$ cat src/rtl/fsg_pkg.sv
package fsg_pkg;
  // Phase code per sync line; encoding fixed by the configuration byte.
  typedef enum logic [1:0] {
    PH_COIN       = 2'b00,
    PH_EARLY_HALF = 2'b01,
    PH_LATE_ONE   = 2'b10,
    PH_LATE_HALF  = 2'b11
  } phase_e;

  typedef struct packed {
    logic   indep;
    logic   fast_rate;
    phase_e ph3;
    phase_e ph2;
    phase_e ph1;
  } cfg_t;

  // Number of half-UI history taps a line can be read from.
  localparam int TAPS = 4;

  // Tap index (half-UI delay past the earliest possible detection).
  function automatic logic [1:0] tap_of(phase_e p);
    case (p)
      PH_EARLY_HALF: tap_of = 2'd0;
      PH_COIN:       tap_of = 2'd1;
      PH_LATE_HALF:  tap_of = 2'd2;
      default:       tap_of = 2'd3;
    endcase
  endfunction
endpackage

$ cat src/rtl/fsg_sync_tap.sv
module fsg_sync_tap #(
  parameter int TAPS = 4
) (
  input  logic            clk,
  input  logic            rst,
  input  logic            sync_i,
  output logic [TAPS-1:0] fall_o
);
  // hist[0] is the newest sample; idle level is high.
  logic [TAPS:0] hist;

  always_ff @(posedge clk) begin
    if (rst) hist <= '1;
    else     hist <= {hist[TAPS-1:0], sync_i};
  end

  for (genvar k = 0; k < TAPS; k++) begin : g_fall
    assign fall_o[k] = hist[k+1] & ~hist[k];
  end
endmodule

$ cat src/rtl/fsg_frame_ctr.sv
module fsg_frame_ctr #(
  parameter int LEN_LO    = 48,
  parameter int LEN_HI    = 144,
  parameter int MF_FRAMES = 4,
  parameter int PULSE     = 2
) (
  input  logic clk,
  input  logic rst,
  input  logic fast,
  input  logic realign,
  output logic fs_o,
  output logic mfs_o
);
  localparam int LEN_MAX = (LEN_HI > LEN_LO) ? LEN_HI : LEN_LO;
  localparam int CNT_W   = $clog2(LEN_MAX);
  localparam int MF_W    = $clog2(MF_FRAMES);
  localparam logic [CNT_W-1:0] LAST_LO = CNT_W'(LEN_LO - 1);
  localparam logic [CNT_W-1:0] LAST_HI = CNT_W'(LEN_HI - 1);
  localparam logic [CNT_W-1:0] PULSE_C = CNT_W'(PULSE);
  localparam logic [MF_W-1:0]  MF_LAST = MF_W'(MF_FRAMES - 1);

  logic [CNT_W-1:0] fcnt, fcnt_nx;
  logic [MF_W-1:0]  mcnt, mcnt_nx;
  logic             wrap;

  always_comb begin
    wrap = fcnt >= (fast ? LAST_HI : LAST_LO);
    if (realign) begin
      fcnt_nx = '0;
      mcnt_nx = '0;
    end else if (wrap) begin
      fcnt_nx = '0;
      mcnt_nx = (mcnt == MF_LAST) ? '0 : mcnt + 1'b1;
    end else begin
      fcnt_nx = fcnt + 1'b1;
      mcnt_nx = mcnt;
    end
  end

  // Reset parks the counters on the last slot so frame 0 opens on the first edge.
  always_ff @(posedge clk) begin
    if (rst) begin
      fcnt  <= LAST_LO;
      mcnt  <= MF_LAST;
      fs_o  <= 1'b0;
      mfs_o <= 1'b0;
    end else begin
      fcnt  <= fcnt_nx;
      mcnt  <= mcnt_nx;
      fs_o  <= fcnt_nx < PULSE_C;
      mfs_o <= (mcnt_nx == '0) && (fcnt_nx < PULSE_C);
    end
  end
endmodule

$ cat src/rtl/fsg_aux_div.sv
module fsg_aux_div #(
  parameter int PERIOD = 4
) (
  input  logic clk,
  input  logic rst,
  input  logic restart,
  output logic clk_o
);
  localparam int W = (PERIOD > 2) ? $clog2(PERIOD) : 1;
  localparam logic [W-1:0] LAST = W'(PERIOD - 1);
  localparam logic [W-1:0] HALF = W'(PERIOD / 2);

  logic [W-1:0] cnt, cnt_nx;

  always_comb begin
    if (restart || cnt == LAST) cnt_nx = '0;
    else                        cnt_nx = cnt + 1'b1;
  end

  always_ff @(posedge clk) begin
    if (rst) begin
      cnt   <= LAST;
      clk_o <= 1'b0;
    end else begin
      cnt   <= cnt_nx;
      clk_o <= cnt_nx < HALF;
    end
  end
endmodule

$ cat src/rtl/frame_sync_aligner.sv
module frame_sync_aligner #(
  parameter int FRAME_UI_LO = 24,
  parameter int FRAME_UI_HI = 72,
  parameter int MF_FRAMES   = 4,
  parameter int NUM_AUX     = 3,
  parameter int AUX_BASE    = 4
) (
  input  logic               clk,
  input  logic               rst,
  input  logic               cfg_we,
  input  logic [7:0]         cfg_wdata,
  input  logic [1:0]         sync_sel,
  input  logic [2:0]         sync_n,
  output logic               fs_pulse,
  output logic               mfs_pulse,
  output logic [NUM_AUX-1:0] aux_clk
);
  import fsg_pkg::*;

  localparam int NUM_SYNC = 3;
  localparam int LEN_LO   = 2 * FRAME_UI_LO;
  localparam int LEN_HI   = 2 * FRAME_UI_HI;

  cfg_t            cfg_q;
  phase_e          ph [NUM_SYNC];
  logic [TAPS-1:0] fall [NUM_SYNC];
  logic            align_evt;
  logic            indep_q;
  logic            aux_restart;

  always_ff @(posedge clk) begin
    if (rst)         cfg_q <= cfg_t'(8'h00);
    else if (cfg_we) cfg_q <= cfg_t'(cfg_wdata);
  end

  assign ph[0]   = cfg_q.ph1;
  assign ph[1]   = cfg_q.ph2;
  assign ph[2]   = cfg_q.ph3;
  assign indep_q = cfg_q.indep;

  for (genvar g = 0; g < NUM_SYNC; g++) begin : g_line
    fsg_sync_tap #(.TAPS(TAPS)) u_tap (
      .clk    (clk),
      .rst    (rst),
      .sync_i (sync_n[g]),
      .fall_o (fall[g])
    );
  end

  // Only the chosen line, read at its own phase tap, can realign.
  always_comb begin
    align_evt = 1'b0;
    for (int i = 0; i < NUM_SYNC; i++) begin
      if (sync_sel == 2'(i)) align_evt = fall[i][tap_of(ph[i])];
    end
  end

  assign aux_restart = align_evt & ~indep_q;

  fsg_frame_ctr #(
    .LEN_LO    (LEN_LO),
    .LEN_HI    (LEN_HI),
    .MF_FRAMES (MF_FRAMES),
    .PULSE     (2)
  ) u_frame (
    .clk     (clk),
    .rst     (rst),
    .fast    (cfg_q.fast_rate),
    .realign (align_evt),
    .fs_o    (fs_pulse),
    .mfs_o   (mfs_pulse)
  );

  for (genvar a = 0; a < NUM_AUX; a++) begin : g_aux
    fsg_aux_div #(.PERIOD(AUX_BASE << a)) u_div (
      .clk     (clk),
      .rst     (rst),
      .restart (aux_restart),
      .clk_o   (aux_clk[a])
    );
  end
endmodule

$ cat config.mk
export PLATFORM = sky130hd
export DESIGN_NAME = frame_sync_aligner
export DESIGN_NICKNAME = d
export VERILOG_FILES = /design/src/rtl/fsg_pkg.sv /design/src/rtl/fsg_sync_tap.sv /design/src/rtl/fsg_frame_ctr.sv /design/src/rtl/fsg_aux_div.sv /design/src/rtl/frame_sync_aligner.sv
export SDC_FILE = /design/constraint.sdc
export NUM_CORES = 1
export LEC_CHECK = 0
export CAP_MARGIN = 20
export CORE_UTILIZATION = 25
export DETAILED_ROUTE_END_ITERATION = 7
export DONT_BUFFER_PORTS = 1
export SETUP_SLACK_MARGIN = 0.02
export SLEW_MARGIN = 0
export SYNTH_ARGS = -nofsm -noshare
export SYNTH_HDL_FRONTEND = slang
export SYNTH_HIERARCHICAL = 1
export SYNTH_SLANG_ARGS = --single-unit
$ cat constraint.sdc
create_clock -name clk -period 2.7 [get_ports clk]
set_input_delay 0.405 -clock clk [delete_from_list [all_inputs] [get_ports clk]]
set_output_delay 0.405 -clock clk [all_outputs]
set_load 0.01 [all_outputs]
==> out/qor.yml <==
syn-mean-instance-area_um2: 10.6
timing.rr.start: "g_line[1].u_tap/hist[1]"
drt-wirelength-per-cell_um: 11.0
syn_nets: 210
p_per_area_nw_per_um2: 873
ys_ff_latch: 47
postCtsSetupRepairBufs: 0
core_area_um2: 7410
period_minus_slack_ns: 2.16
critPathTopFamily: "compound AO/OA/AOI/OAI gates"
cts_buffers: 5
insertion_delay_ns: 0.29
antenna_cells: 0
fin_tns_setup_ns: 0
outcome: "completed"
grt_overflow: 0
fmax_ghz: 0.462
drive_above_1_share: 0.0745
r2r_slack_ns: 0.54
cts_tree: "yes"
drv_slew: 0
synth_common_cells: "47 x dfxtp_1, 17 x or2_1, 14 x nor2_1, 12 x nor2b_1"
syn_inst: 186
crit_start: "g_line[1].u_tap/hist[1]"
fin_crit_sh: 0.801
ant_nets: 0
ios: 21
cp_slowest_cell: "a31oi_1"
slew_headroom: 0.593
port_buffers: 0
p_leak_nw: 0.860
crit_path_end_kind: "flop"
hold_viol_final: 0
die_w_um: 90.6
groute.usage.overall: 0.0840
grt_max_degree: 48
fillers: 766
syn_to_final_growth_pct: 10.1
netlist.area_leader.share: 0.479
cts-root-buf: "clkbuf_8"
max_cap_viol_count: 0
cp_num_cells: 7
drtIter0Drc: 52
nets: 212
cp_max_fo: 6
setup_viol: 0
crit_buf_inv: 1
start_util: 0.265
power.total_mw: 1.89
dp_hpwl_mm: 2.32
synth_cell_type_count: 41
synth_top_cell_by_area: "dfxtp_1"
worstMarginPinSlew_ns: 0.608
synth.most_common_cell: "dfxtp_1"
stdcell_count: 287
pwr-share-seq: 0.489
synth_area_um2: 1960
vias: 1266
p_sw_uw: 559
synthArstFlopShare: 0
critical_path_arrival_ns: 2.35
ctsHoldBuffers: 0
synth_area_leaders: "dfxtp_1 48%, or2_1 5.4%, ha_1 5.1%"
reg2reg_depth: 7
min_path_type: "primary input to flop"
dieArea_um2: 8210
clk_pin_slew_ns: 0.08
via_per_inst: 4.41
ctsResizeCount: 0
synth_flop_cell: "dfxtp_1"
cp_slowest_stage_delay_ns: 0.53
grt_pass1_vias: 1189
yosysSeqAreaShare: 0.479
p_int_mw: 1.33
htree_levels: 2
drc: 0
rsz0062_at_grt: "false"
gp_congestion: 0.762
drt_wl_total_mm: 3.16
die_h_um: 90.6
rows: 31
swShare: 0.296
grt_pass1_wl_mm: 5.47
antenna_found_initial: 0
reg2reg_to: "g_aux[2].u_div/cnt[3]"
peakVddDrop_v: 0.000377
cts.sinks: 47
start_kind: "flop"
clock_skew_ns: 0.00804
clkPwrFrac: 0.256
critPathCapture: "g_aux[2].u_div/cnt[3]"
dp.cells: 280
clock_path_buffers: 2
critPathRequiredTime_ns: 2.88
critPathKind: "flop to flop"
synth_edf_count: 0
path_cells: "nor2b_1 -> mux4_1 -> nand3b_1 -> a31oi_1 -> inv_1 -> and4b_4 -> a311o_1"
pwr-share-comb: 0.255
yosys_warnings: 6
dr.pass1.iters: 3
[layer usage]
metal / vias to the layer above / track usage / share of wire
met5: - / 0 / 0
met4: 0 / 0.0403 / 0.014
met3: 5 / 0.0370 / 0.056
met2: 17 / 0.128 / 0.46
met1: 588 / 0.100 / 0.47
li1: 656 / - / -
[kinds of logic after synthesis]
logic type | after synthesis | synth area share
AO/OA/AOI/OAI | 29 | 0.112
XOR/XNOR | 8 | 0.0357
adder cells (fa/ha/maj) | 8 | 0.0510
buffers and inverters | 9 | 0.0217
flip-flops | 47 | 0.479
multiplexers | 13 | 0.0892
AND/OR/NAND/NOR | 72 | 0.211
[final cells by class]
class | count | area, um2 | share of cell area
clock inverter | 1 | 30.0 | 0.0139
sequential | 47 | 941 | 0.435
multi-input combinational | 130 | 980 | 0.453
tap | 99 | 124 | 0.0573
inverter | 4 | 15.0 | 0.00694
clock buffer | 6 | 72.6 | 0.0336
[metrics by stage]
| stage | cell area, um2 | hold slack [ns] | setup slack (ns) | util |
|---|---|---|---|---|
| final | 2160 | 0.176 | 0.537 | 0.292 |
| after global routing | 2160 | 0.156 | 0.299 | 0.292 |
| after CTS | 2160 | 0.167 | 0.486 | 0.292 |
| after detailed placement | 2060 | 0.433 | 0.489 | 0.278 |
| after global placement | 2060 | 0.426 | 0.495 | 0.278 |
| after floorplan | 1960 | 0.411 | 0.829 | - |
[power groups by stage]
stage / logic [mW] / registers [mW] / clock network [mW]
2_1_floorplan: 0.440 / 0.904 / 0
3_5_place_dp: 0.482 / 0.942 / 0
4_1_cts: 0.485 / 0.927 / 0.501
3_3_place_gp: 0.476 / 0.941 / 0
6_report: 0.481 / 0.924 / 0.483
5_1_grt: 0.548 / 0.940 / 0.530
[placed cells by master (no fill, tap or decap), types with 2 or more instances in the layout]
master,count
a211o_1,2
a21o_1,10
a21oi_1,2
a31oi_1,4
and3_1,3
clkbuf_8,5
dfxtp_1,47
ha_1,8
inv_1,4
mux2i_1,10
mux4_1,2
nand2_1,5
nand3_1,4
nand3b_1,2
nor2_1,14
nor2b_1,12
nor3_1,5
nor4_1,2
o21ai_0,2
o21bai_1,3
or2_1,17
xnor2_1,3
xor2_1,5
[state kept, by name, summed over array words and instances, names as in the netlist, 2 cells and up]
name,flops
u_frame/mcnt,2
cfg_q,7
u_frame/fcnt,8
g_aux.u_div/clk_o,3
g_aux.u_div/cnt,9
g_line.u_tap/hist,15
[how the worst min path moves through the flow]
stage | from | end | slack [ns] | cells after the start
floorplan | g_line[0].u_tap/hist[0] | g_line[0].u_tap/hist[1] | 0.41 | 1
global placement | g_line[0].u_tap/hist[0] | g_line[0].u_tap/hist[1] | 0.43 | 1
detailed placement | g_line[0].u_tap/hist[0] | g_line[0].u_tap/hist[1] | 0.43 | 1
CTS | rst | cfg_q[6] | 0.17 | 1
global route | rst | g_aux[2].u_div/clk_o | 0.16 | 1
finish | rst | g_aux[2].u_div/clk_o | 0.18 | 1
No activity file was read; power rests on OpenSTA's default activity.
